File: src/rtl/imc_pkg.sv
package imc_pkg;

  typedef enum logic [1:0] {
    M_BYPASS = 2'b00,
    M_LATCH  = 2'b01,
    M_REG    = 2'b10,
    M_SPARE  = 2'b11
  } imc_mode_e;

  // Spare code is folded onto bypass.
  function automatic imc_mode_e decode_mode(input logic [1:0] code);
    case (code)
      2'b01:   decode_mode = M_LATCH;
      2'b10:   decode_mode = M_REG;
      default: decode_mode = M_BYPASS;
    endcase
  endfunction

  function automatic logic next_hold(input imc_mode_e m, input logic gate,
                                     input logic rise, input logic pin_v,
                                     input logic hold_v);
    case (m)
      M_LATCH: next_hold = gate ? pin_v : hold_v;
      M_REG:   next_hold = rise ? pin_v : hold_v;
      default: next_hold = hold_v;
    endcase
  endfunction

  function automatic logic cell_view(input imc_mode_e m, input logic gate,
                                     input logic pin_v, input logic hold_v);
    case (m)
      M_LATCH: cell_view = gate ? pin_v : hold_v;
      M_REG:   cell_view = hold_v;
      default: cell_view = pin_v;
    endcase
  endfunction

endpackage

File: src/rtl/imc_gate_src.sv
module imc_gate_src (
  input  logic clk,
  input  logic rst,
  input  logic use_ale,
  input  logic pt_term,
  input  logic ale,
  output logic gate,
  output logic gate_rise
);
  logic gate_prev_q;

  assign gate = use_ale ? ale : pt_term;

  always_ff @(posedge clk) begin
    if (rst) gate_prev_q <= 1'b0;
    else     gate_prev_q <= gate;
  end

  assign gate_rise = gate & ~gate_prev_q;

  // a rise is a single-cycle event
  a_r4_rise_single: assert property (@(posedge clk) disable iff (rst)
    gate_rise |=> !gate_rise);

endmodule

File: src/rtl/imc_cell.sv
module imc_cell
  import imc_pkg::*;
(
  input  logic      clk,
  input  logic      rst,
  input  imc_mode_e mode,
  input  logic      pin_v,
  input  logic      gate,
  input  logic      gate_rise,
  output logic      cell_out,
  output logic      hold_q
);

  always_ff @(posedge clk) begin
    if (rst) hold_q <= 1'b0;
    else     hold_q <= next_hold(mode, gate, gate_rise, pin_v, hold_q);
  end

  assign cell_out = cell_view(mode, gate, pin_v, hold_q);

  // closed latch keeps its stored value
  a_r3_latch_hold: assert property (@(posedge clk) disable iff (rst)
    (mode == M_LATCH && !gate) |=> $stable(hold_q));

  // capture on a detected gate rise
  a_r4_reg_capture: assert property (@(posedge clk) disable iff (rst)
    (mode == M_REG && gate_rise) |=> hold_q == $past(pin_v));

  // no capture without a rise
  a_r4_reg_keep: assert property (@(posedge clk) disable iff (rst)
    (mode == M_REG && !gate_rise) |=> $stable(hold_q));

  // bypass leaves storage alone
  a_r1_bypass_keep: assert property (@(posedge clk) disable iff (rst)
    (mode == M_BYPASS) |=> $stable(hold_q));

  // reset clears storage
  a_r6_clear: assert property (@(posedge clk)
    rst |=> hold_q == 1'b0);

endmodule

File: src/rtl/imc_rd_port.sv
module imc_rd_port #(
  parameter int N = 4
) (
  input  logic         clk,
  input  logic         rst,
  input  logic         rd_en,
  input  logic [N-1:0] data_in,
  output logic [N-1:0] dout
);
  assign dout = rd_en ? data_in : '0;

  // idle bus reads as zero
  a_r7_idle_zero: assert property (@(posedge clk) disable iff (rst)
    !rd_en |-> dout == '0);

  // strobe mirrors cell outputs
  a_r7_mirror: assert property (@(posedge clk) disable iff (rst)
    rd_en |-> dout == data_in);

endmodule

File: src/rtl/imc_bank.sv
module imc_bank
  import imc_pkg::*;
#(
  parameter int N = 4
) (
  input  logic           clk,
  input  logic           rst,
  input  logic [2*N-1:0] cell_mode,
  input  logic [N-1:0]   gate_sel,
  input  logic [N-1:0]   pt_gate,
  input  logic           ale,
  input  logic [N-1:0]   pin,
  input  logic           rd_en,
  output logic [N-1:0]   arr_out,
  output logic [N-1:0]   host_dout
);
  localparam int MW = 2;

  logic [N-1:0] gate_w;
  logic [N-1:0] rise_w;
  logic [N-1:0] hold_w;

  for (genvar i = 0; i < N; i++) begin : g_cell
    imc_mode_e mode_i;
    assign mode_i = decode_mode(cell_mode[MW*i +: MW]);

    imc_gate_src u_gate (
      .clk       (clk),
      .rst       (rst),
      .use_ale   (gate_sel[i]),
      .pt_term   (pt_gate[i]),
      .ale       (ale),
      .gate      (gate_w[i]),
      .gate_rise (rise_w[i])
    );

    imc_cell u_cell (
      .clk       (clk),
      .rst       (rst),
      .mode      (mode_i),
      .pin_v     (pin[i]),
      .gate      (gate_w[i]),
      .gate_rise (rise_w[i]),
      .cell_out  (arr_out[i]),
      .hold_q    (hold_w[i])
    );

    // bypass and spare codes pass the pin through
    a_r1_bypass: assert property (@(posedge clk) disable iff (rst)
      (cell_mode[MW*i +: MW] == 2'b00 || cell_mode[MW*i +: MW] == 2'b11)
        |-> arr_out[i] == pin[i]);

    // open latch is transparent
    a_r2_transparent: assert property (@(posedge clk) disable iff (rst)
      (cell_mode[MW*i +: MW] == 2'b01 && gate_w[i]) |-> arr_out[i] == pin[i]);
  end

  imc_rd_port #(.N(N)) u_rd (
    .clk     (clk),
    .rst     (rst),
    .rd_en   (rd_en),
    .data_in (arr_out),
    .dout    (host_dout)
  );

endmodule

File: config.mk
export PLATFORM = sky130hd
export DESIGN_NAME = imc_bank
export DESIGN_NICKNAME = d
export VERILOG_FILES = /design/src/rtl/imc_pkg.sv /design/src/rtl/imc_gate_src.sv /design/src/rtl/imc_cell.sv /design/src/rtl/imc_rd_port.sv /design/src/rtl/imc_bank.sv
export SDC_FILE = /design/constraint.sdc
export NUM_CORES = 1
export LEC_CHECK = 0
export BUFFER_PORTS_ARGS = -buffer_cell sky130_fd_sc_hd__buf_2
export CAP_MARGIN = 20
export CORE_MARGIN = 3
export CORE_UTILIZATION = 39
export CTS_CLUSTER_SIZE = 8
export DETAILED_ROUTE_END_ITERATION = 10
export PLACE_DENSITY_LB_ADDON = 0.08
export SETUP_SLACK_MARGIN = 0.2
export SYNTH_ARGS = -nofsm -noshare
export SYNTH_HDL_FRONTEND = slang
export SYNTH_SLANG_ARGS = --single-unit
File: constraint.sdc
create_clock -name clk -period 1.6 [get_ports clk]
set_clock_uncertainty 0.2 [all_clocks]
set_input_delay 0.16 -clock clk [delete_from_list [all_inputs] [get_ports clk]]
set_output_delay 0.16 -clock clk [all_outputs]
set_load 0.1 [all_outputs]
=== Word level (Yosys, flattened, before mapping) ===
Cells that the tools add are included.

* Flip-flop bits (word level): 8
* Bits of input ports: 24
* Word-level logic and storage cells: 69

* Equal/unequal tests: 20
* Muxes and demuxes: 25
* Bitwise logic cells: 8
* Reduce and logical (&&, ||, !) cells: 8

{| class="wikitable"
|+ Operator list
! kind !! number
|-
| 2-bit by 1-bit == test with 1-bit output (second input constant) || 8
|-
| 2-bit == test (second input constant) || 8
|-
| 1-bit one-hot mux with 2 select lines || 8
|-
| 2-bit one-hot mux with 2 select lines || 4
|-
| 1-bit two-way mux || 12
|-
| 2-bit by 1-bit inequality test with 1-bit output (second input constant) || 4
|-
| 2-bit AND reduction || 4
|-
| 2-bit nonzero test || 4
|-
| 1-bit AND || 4
|-
| 4-bit two-way mux || 1
|-
| 1-bit NOT || 4
|}

=== Longest topological paths before layout ===
Gate-level depths: netlist of run 1.

* Depth after elaboration: 5
* Mapped depth: 6
* Depth with buffers taken out: 5

=== Hierarchy ===
A second synthesis of run 1 with hierarchy kept.

* Cell total of the unflattened synthesis: 96
* Area, all modules: 720.7 µm²

{| class="wikitable"
|+ By module, submodules not included
! module !! times used !! cells each !! area an instance (µm²)
|-
| imc_cell || 4 || 16 || 115.1
|-
| imc_gate_src || 4 || 5 || 41.3
|-
| imc_bank || 1 || 8 || 70.1
|-
| imc_rd_port || 1 || 4 || 25.0
|}

=== Worst setup path after synthesis of run 1 ===
Ideal clock, no wire load.

* Kind: in2out
* Start point: input cell_mode[2]
* End point: output host_dout[1]
* Data arrival time: 2.362 ns
* Data required time: 1.240 ns
* Slack: -1.122 ns
* Cell stages on the path: 4
* Buffers on the path: 0
* Cells stage by stage: inv_1 -> ha_1 -> nand4b_1 -> a31oi_1

* Word-level cells in the longest chain between the ends: 5
* Elaborated cells between the ends (all ways): 7
* Those cells by class: eq/ne (4); mux (3)

{| class="wikitable"
|+ RTL lines
! item !! RTL line !! text
|-
| start, declared || imc_bank.sv:8 || <nowiki>input logic [2*N-1:0] cell_mode,</nowiki>
|-
| 2-bit == test or 2-bit by 1-bit == test with 1-bit output (tied branches) || imc_pkg.sv:12 || <nowiki>case (code)</nowiki>
|-
| 2-bit one-hot mux with 2 select lines (*) || imc_pkg.sv:12 ||
|-
| 2-bit == test or 2-bit by 1-bit == test with 1-bit output (tied branches) || imc_pkg.sv:31 || <nowiki>case (m)</nowiki>
|-
| 1-bit one-hot mux with 2 select lines (*) || imc_pkg.sv:31 ||
|-
| 4-bit two-way mux (*) || imc_rd_port.sv:10 || <nowiki>assign dout = rd_en ? data_in : '0;</nowiki>
|-
| end, declared || imc_bank.sv:15 || <nowiki>output logic [N-1:0] host_dout</nowiki>
|}

Every way passes the cells marked *; elsewhere a longest branch is shown, timed or not.

=== Final worst setup path of run 1 ===
* Start point: input cell_mode[1]
* End point: output host_dout[0]

The elaborated chain is that of the path after synthesis.

==> impl_metrics.ini, run 1 <==
[status]
status = finished, violations left
violations = setup timing

[sta]
grt_setup_unrepaired = yes
fin_tns_setup_ps = -135
hold_violations = 0
setup_violations = 3
period_needed_ps = 1690
worst_slew_pin_slew_ps = 378
timing.slew.headroom_pct = 74.7
timing.hold.ws_ps = 7.18
maxSlewViolCount = 0
fin_crit_sh_pct = 105
fmax_ghz = 0.593
setup_ws_ps = -87.3

[synth]
synth_cells = 85
syn_avg_cell_area_um2 = 8.38
yosysTopAreaCell = dfxtp_1
synthesis.nets = 117
seq_area_frac_synth_pct = 22.5
yosysWarnings = 0
synth.ff_latch_count = 8
synth_top_area_share_pct = 22.5
ys_types = 18
syn-cell-area_um2 = 712
synth_area_leaders = dfxtp_1 (22%), ha_1 (14%), mux2i_1 (11%)

[critical_path]
crit_arrival_ps = 1330
path_max_fanout = 3
endpoint_kind = output port
worst-endpoint-required_ps = 1240
critPathKind = in -> out
startpoint_type = input pin

[layout]
layout_commonest_cell = buf_2
final_cells = 151
antenna_cells = 0
area_delta_synth_final_pct = 81.5
drive_gt1_share_pct = 55.9
final_util_pct = 80.2
layout_common_cells = buf_2 (20), buf_4 (11), nand2b_1 (10)
fillCellCount = 128
nNetsFinal = 161

[placement]
dp.cells = 144
io_buffers = 31
pre_cts_ws_ps = -82.1
gp_congestion = 0.782
hpwl_um = 1490

[routing]
drtIter0Drc = 9
vias_per_cell = 4.93
num_vias = 745
drt-total-wl_um = 1870
ant_nets = 0
drt_pass1_iterations = 4
drc = 0
wire_per_inst_um = 12.4

[clock_network]
path_clk_slew_ps = 50
clock-sinks = 8
numCtsBuffers = 3
cts_tree = done
cts_root_buf = clkbuf_4
clk_path_buf_depth = 2
clock_latency_ps = 250
htreeDepth = 1

[global_routing]
grt_usage_pct = 16.4
grt_pass1_wl_um = 3130
gr-total-overflow = 0
grt_pass1_vias = 771
antenna_found_initial = 0
grt_max_degree = 13

[power]
p_leak_nw = 0.592
peakVddDrop_mv = 0.433
p_per_area_mw_per_mm2 = 633

[die]
fp-row-count = 14
core_area_mm2 = 0.00161
die_area_mm2 = 0.00237
start_util_pct = 44.2
io_pins = 32
die_x_um = 48.7
die_y_um = 48.7

[run]
drv_cap = 0

[min_path]
hp-class = in -> reg
[worst paths after layout]
check	depth (start not counted)	to	slack (ps)	from
setup / recovery	6	host_dout[0]	-90	cell_mode[1]
hold / removal	3	g_cell[1].u_cell.hold_q	7	pin[1]
setup reg to reg	2	g_cell[3].u_cell.hold_q	490	g_cell[3].u_gate.gate_prev_q
hold reg to reg	2	g_cell[0].u_cell.hold_q	280	g_cell[0].u_cell.hold_q
[logic make-up after synthesis]
family,after synthesis,share of synthesized area [%]
AO/OA/AOI/OAI,12,10.9
buffers and inverters,14,9.49
adder cells (fa/ha/maj),8,14.1
AND/OR/NAND/NOR,33,27.6
flip-flops,8,22.5
multiplexers,10,15.5
[through the flow]
step	cell area [um^2]	power, mW
finish	1290	0.818
global route	1290	0.867
CTS	1270	0.816
detailed placement	1190	0.644
global placement	1190	0.634
floorplan	881	0.509
[cell usage after synthesis, drive strengths merged]
library cell and number:
nand3b 4, a31oi 2, nand2 4, buf 4
nand2b 10, nand4b 2, mux2 2, dfxtp 8
clkbuf 1, inv 9, nand3 2, a211oi 3
a21oi 7, nor2 7, ha 8, and3b 4
mux2i 8
[final cells by class]
type | count | area, um^2 | share of cell area [%]
clock buffers | 3 | 22.5 | 1.74
multi-input cells | 63 | 626 | 48.4
repair buffers | 44 | 395 | 30.6
inverters | 9 | 53.8 | 4.16
well taps | 24 | 30.0 | 2.32
flip-flops and latches | 8 | 165 | 12.8
[sequential cells by signal, summed over array words and instances (netlist names)]
signal and count:
g_cell.u_cell.hold_q 4, g_cell.u_gate.gate_prev_q 4
[critical path: stages]
cell,delay [ps]
buf_2,120
ha_4,240
nand3b_1,150
mux2_4,300
a21oi_4,160
buf_12,190
[what timing repair did]
item / 4_1_cts / 5_1_grt
hold buffers: 3 / 0
setup buffers: 1 / 0
pin swaps: 9 / 3
hold endpoints to repair: 4 / 0
setup endpoints to repair: 8 / 8
gates resized for setup: 10 / 5
[where the power goes]
part / internal, mW / switching (mW)
registers: 0.213 / 0.00581
clock network: 0.0856 / 0.0647
logic: 0.198 / 0.251
total: 0.496 / 0.322
[routing by layer]
metal | wire [um] | up-vias | share of wire (%) | GRT usage, %
met2 | 1070 | 22 | 57 | 31.9
met4 | 9 | 0 | 0.48 | 4.27
met5 | 0 | - | 0 | 0
met1 | 724 | 347 | 39 | 18.1
li1 | - | 374 | - | -
met3 | 70 | 2 | 3.7 | 2.76
(Power assumes the default switching activity.)
==> run 2: changes to the inputs <==
SYNTH_HIERARCHICAL = 1   (was not set)
==> impl_metrics.ini, run 2 <==
[layout]
nNetsFinal = 184
fillCellCount = 57
top_regs = g_cell.u_cell/hold_q x4, g_cell.u_gate/gate_prev_q x4
final_util_pct = 93.7
drive_gt1_share_pct = 69.3
layout_commonest_cell = buf_2
multi_input_area_um2 = 719
area_delta_synth_final_pct = 110
seqCellArea_um2 = 160
antenna_cells = 0
layout_common_cells = buf_2 (17), buf_4 (13), inv_2 (12), inv_1 (12), buf_6 (12)

[routing]
vias_per_cell = 5.22
drc = 0
num_vias = 909
drtIter0Drc = 14
drt_pass1_iterations = 6
ant_nets = 0
wire_per_inst_um = 17.8
drt-total-wl_um = 3100

[global_routing]
grt_usage_pct = 22.2
grt_max_degree = 9
gr-total-overflow = 0
grt_pass1_vias = 920
grt_pass1_wl_um = 4090
antenna_found_initial = 0

[die]
core_area_mm2 = 0.00161
start_util_pct = 44.7
die_y_um = 49.0
io_pins = 32
fp-row-count = 14
die_x_um = 49.0
die_area_mm2 = 0.00240

[critical_path]
crit_arrival_ps = 1470
r2r_slack_ps = 520
r2r-start = g_cell[3].u_gate/gate_prev_q
cpMostUsedCell = buf_6
endpoint_kind = output port
path_max_fanout = 3
max_stage_delay_ps = 250
reg2reg_depth = 4
cpMaxStageDelayCell = and2b_2
critPathKind = in -> out
worst-endpoint-required_ps = 1240
reg2reg_to = g_cell[3].u_cell/hold_q
startpoint_type = input pin
path_cells = buf_6, and2b_2, buf_6, ha_4, a21oi_2, o32ai_4, and2_4, buf_12

[status]
violations = setup timing
status = finished, violations left

[synth]
yosysTopAreaCell = dfxtp_1
syn_avg_cell_area_um2 = 7.51
ys_types = 14
synth_cells = 96
synth-edff-count = 0
synth_area_leaders = dfxtp_1 (22%), ha_1 (14%), inv_1 (13%)
syn-cell-area_um2 = 721
yosysWarnings = 6
synth_flop_cell = dfxtp_1
synthMuxAreaShare_pct = 5.56
yosysMostFrequentCell = inv_1
synthArstFlopShare_pct = 0
synth_compound_area_share_pct = 19.4
synth_xor_area_share_pct = 0
synthesis.nets = 128
synth_top_family_by_area = simple AND/OR/NAND/NOR gates
synth_fa_ha_area_share_pct = 13.9
synth_top_area_share_pct = 22.2
seq_area_frac_synth_pct = 22.2
synthSimpleGateAreaFrac_pct = 26.4
synth.ff_latch_count = 8

[sta]
worst_slew_pin_slew_ps = 242
fin_crit_sh_pct = 115
maxSlewViolCount = 0
timing.slew.headroom_pct = 83.5
fin_tns_setup_ps = -1500
fmax_ghz = 0.545
setup_ws_ps = -235
hold_violations = 0
period_needed_ps = 1830
setup_violations = 8
grt_setup_unrepaired = yes

[clock_network]
cts_root_buf = clkbuf_4
clk_path_buf_depth = 2
htreeDepth = 1
path_clk_slew_ps = 50
cts_tree = done
numCtsBuffers = 3
clock-sinks = 8
clock_latency_ps = 260

[power]
peakVddDrop_mv = 0.527
p_leak_nw = 0.656
p_per_area_mw_per_mm2 = 606

[placement]
gp_congestion = 0.728
io_buffers = 31
hpwl_um = 1650

[min_path]
hold_end = g_cell[3].u_cell/hold_q
min_from = pin[3]
hp-class = in -> reg
hold_depth = 4

[run]
drv_cap = 0
-- run 2: metal layers --
metal	part of all wire, %	global-route usage (%)	routed length (um)
met1	35	21.5	1080
met3	5.5	4.59	172
met4	3.9	7.58	121
met5	0	0	0
met2	56	45.0	1730
-- run 2: layout make-up --
cell class,instances,area share (%)
clock buffers,3,1.49
inverters,24,5.97
multi-input cells,64,47.6
flip-flops and latches,8,10.6
well taps,24,1.99
repair buffers,51,32.3
-- run 2: cells by family after synthesis --
logic type | count (synthesis)
AND/OR/NAND/NOR | 32
AO/OA/AOI/OAI | 20
flip-flops | 8
multiplexers | 4
buffers and inverters | 24
adder cells (fa/ha/maj) | 8
-- run 2: worst max-delay path by stage --
stage	start	endpoint	cells past startpoint
3_3_place_gp	cell_mode[0]	host_dout[0]	8
6_report	cell_mode[1]	host_dout[0]	8
5_1_grt	cell_mode[5]	host_dout[2]	7
2_1_floorplan	cell_mode[0]	host_dout[0]	4
4_1_cts	cell_mode[7]	host_dout[3]	7
3_5_place_dp	cell_mode[6]	host_dout[3]	8
-- run 2: metrics by stage --
| stage | area (um^2) | std cells | power (mW) | worst slack (ps) | hold WS [ps] |
|---|---|---|---|---|---|
| 6_report | 1510 | 174 | 0.915 | -235 | 90.8 |
| 5_1_grt | 1510 | 174 | 0.948 | -268 | 125 |
| 2_1_floorplan | 881 | 96 | 0.503 | -769 | 22.4 |
| 4_1_cts | 1450 | 171 | 0.869 | -191 | 86.9 |
| 3_5_place_dp | 1280 | 163 | 0.667 | -209 | 250 |
| 3_3_place_gp | 1280 | 163 | 0.656 | -170 | 246 |
-- run 2: power breakdown --
part / internal [mW] / switching (mW)
clock: 0.0859 / 0.0694
combinational: 0.245 / 0.298
sequential: 0.211 / 0.00544
-- run 2: timing repair --
item / in CTS / in global routing
gates cloned: 0 / 0
pin swaps: 9 / 7
setup buffers: 4 / 3
endpoints found under the setup margin: 8 / 8
hold buffers: 1 / 0
endpoints found under the hold margin: 6 / 0
resized for setup: 17 / 17
-- run 2: worst max-delay path: cells and delay by family --
family          cells  cell delay (ps)
compound gates      2              320
fa+ha+maj           1              160
buf+inv             3              390
simple gates        2              450
==> run 3: changes to the inputs <==
==> constraint.sdc (replaced) <==
create_clock -name clk -period 1.6 [get_ports clk]
set_clock_uncertainty 0.2 [all_clocks]
set_input_delay 0.08 -clock clk [delete_from_list [all_inputs] [get_ports clk]]
set_output_delay 0.08 -clock clk [all_outputs]
set_load 0.1 [all_outputs]
==> impl_metrics.ini, run 3 (synthesis results as in run 2) <==
[placement]
placed_cell_area_mm2 = 0.00125
gp_congestion = 0.713
hpwl_um = 1740
io_buffers = 31

[power]
peakVddDrop_mv = 0.749
p_leak_nw = 0.622
p_per_area_mw_per_mm2 = 619

[run]
drv_cap = 0

[critical_path]
endpoint_kind = output port
critPathKind = in -> out
path_max_fanout = 3
reg2reg_depth = 4
startpoint_type = input pin
cpMaxStageDelayCell = o32ai_4
max_stage_delay_ps = 250
path_cells = buf_2, and2b_2, buf_4, ha_4, a21oi_2, o32ai_4, and2_4, buf_12
crit_arrival_ps = 1370
worst-endpoint-required_ps = 1320

[layout]
area_delta_synth_final_pct = 99.8
top_regs = g_cell.u_cell/hold_q x4, g_cell.u_gate/gate_prev_q x4
layout_common_cells = buf_2 (19), inv_1 (17), a21oi_2 (9), buf_6 (9)
layout_commonest_cell = buf_2
fillCellCount = 77
seqCellArea_um2 = 163
fin_area_mm2 = 0.00144
drive_gt1_share_pct = 65.0
nNetsFinal = 177
antenna_cells = 0
multi_input_area_um2 = 716

[clock_network]
clock_latency_ps = 260
clock-sinks = 8
path_clk_slew_ps = 60
cts_tree = done
cts_root_buf = clkbuf_4
clk_path_buf_depth = 2
numCtsBuffers = 3
htreeDepth = 1

[sta]
hold_violations = 0
fmax_ghz = 0.605
timing.slew.headroom_pct = 83.4
setup_violations = 5
period_needed_ps = 1650
maxSlewViolCount = 0
grt_setup_unrepaired = yes
fin_tns_setup_ps = -109
fin_crit_sh_pct = 103
setup_ws_ps = -54.0
worst_slew_pin_slew_ps = 249

[min_path]
hold_depth = 4
hp-class = in -> reg

[die]
core_area_mm2 = 0.00161
io_pins = 32
fp-row-count = 14
die_x_um = 49.0
start_util_pct = 44.7
die_y_um = 49.0
die_area_mm2 = 0.00240

[routing]
drtIter0Drc = 7
drt_pass1_iterations = 4
drt-total-wl_um = 2560
ant_nets = 0
drc = 0
num_vias = 820
wire_per_inst_um = 15.3
vias_per_cell = 4.91

[global_routing]
antenna_found_initial = 0
gr-total-overflow = 0
grt_pass1_vias = 913
grt_usage_pct = 23.1
grt_max_degree = 9
grt_pass1_wl_um = 4160

[status]
status = finished, violations left
violations = setup timing
## run 3: critical path: cells and delay by family
family | cells | cell delay [ps]
buffers and inverters | 3 | 380
AO/OA/AOI/OAI | 2 | 330
AND/OR/NAND/NOR | 2 | 420
adder cells (fa/ha/maj) | 1 | 160
## run 3: cell type report
cell class	instances	area share (%)
repair buffers	44	29.1
flip-flops and latches	8	11.3
clock buffers	3	1.56
well taps	24	2.09
multi-input cells	64	49.7
inverters	24	6.26
## run 3: metrics by stage
step	utilization [%]	worst slack [ps]	instances	total power, mW	hold WS, ps
2_1_floorplan	-	-609	96	0.503	-57.6
3_3_place_gp	77.3	-9.26	159	0.650	170
3_5_place_dp	77.3	-69.4	159	0.664	173
4_1_cts	87.0	-3.36	167	0.864	6.12
5_1_grt	89.4	-96.6	167	0.932	16.7
6_report	89.4	-54.0	167	0.892	1.32
## run 3: path summary, 6_finish.rpt
| kind | slack [ps] | start | end |
|---|---|---|---|
| worst max-delay path | -50 | cell_mode[1] | host_dout[0] |
| worst min-delay path | 1 | pin[1] | g_cell[1].u_cell/hold_q |
| worst max register to register | 500 | g_cell[3].u_gate/gate_prev_q | g_cell[3].u_cell/hold_q |
| worst min register to register | 280 | g_cell[2].u_cell/hold_q | g_cell[2].u_cell/hold_q |
## run 3: timing repair
action | 4_1_cts | 5_1_grt
endpoints found under the setup margin | 8 | 8
endpoints found under the hold margin | 8 | 0
buffers inserted | 4 | 0
hold buffers | 1 | 0
pin swaps | 7 | 2
gates resized for setup | 15 | 12
## run 3: per-layer routing
| metal | GRT usage (%) | vias to the layer above | share of wire [%] |
|---|---|---|---|
| li1 | - | 406 | - |
| met2 | 46.8 | 20 | 59 |
| met3 | 5.20 | 4 | 2.6 |
| met4 | 9.48 | 0 | 1.8 |
| met1 | 21.5 | 390 | 36 |
| met5 | 0 | - | 0 |
## run 3: power breakdown
part	internal (mW)	leakage, nW	switching (mW)
logic	0.228	0.541	0.282
clock network	0.0866	0.0138	0.0799
registers	0.211	0.0668	0.00412
total	0.526	0.622	0.366
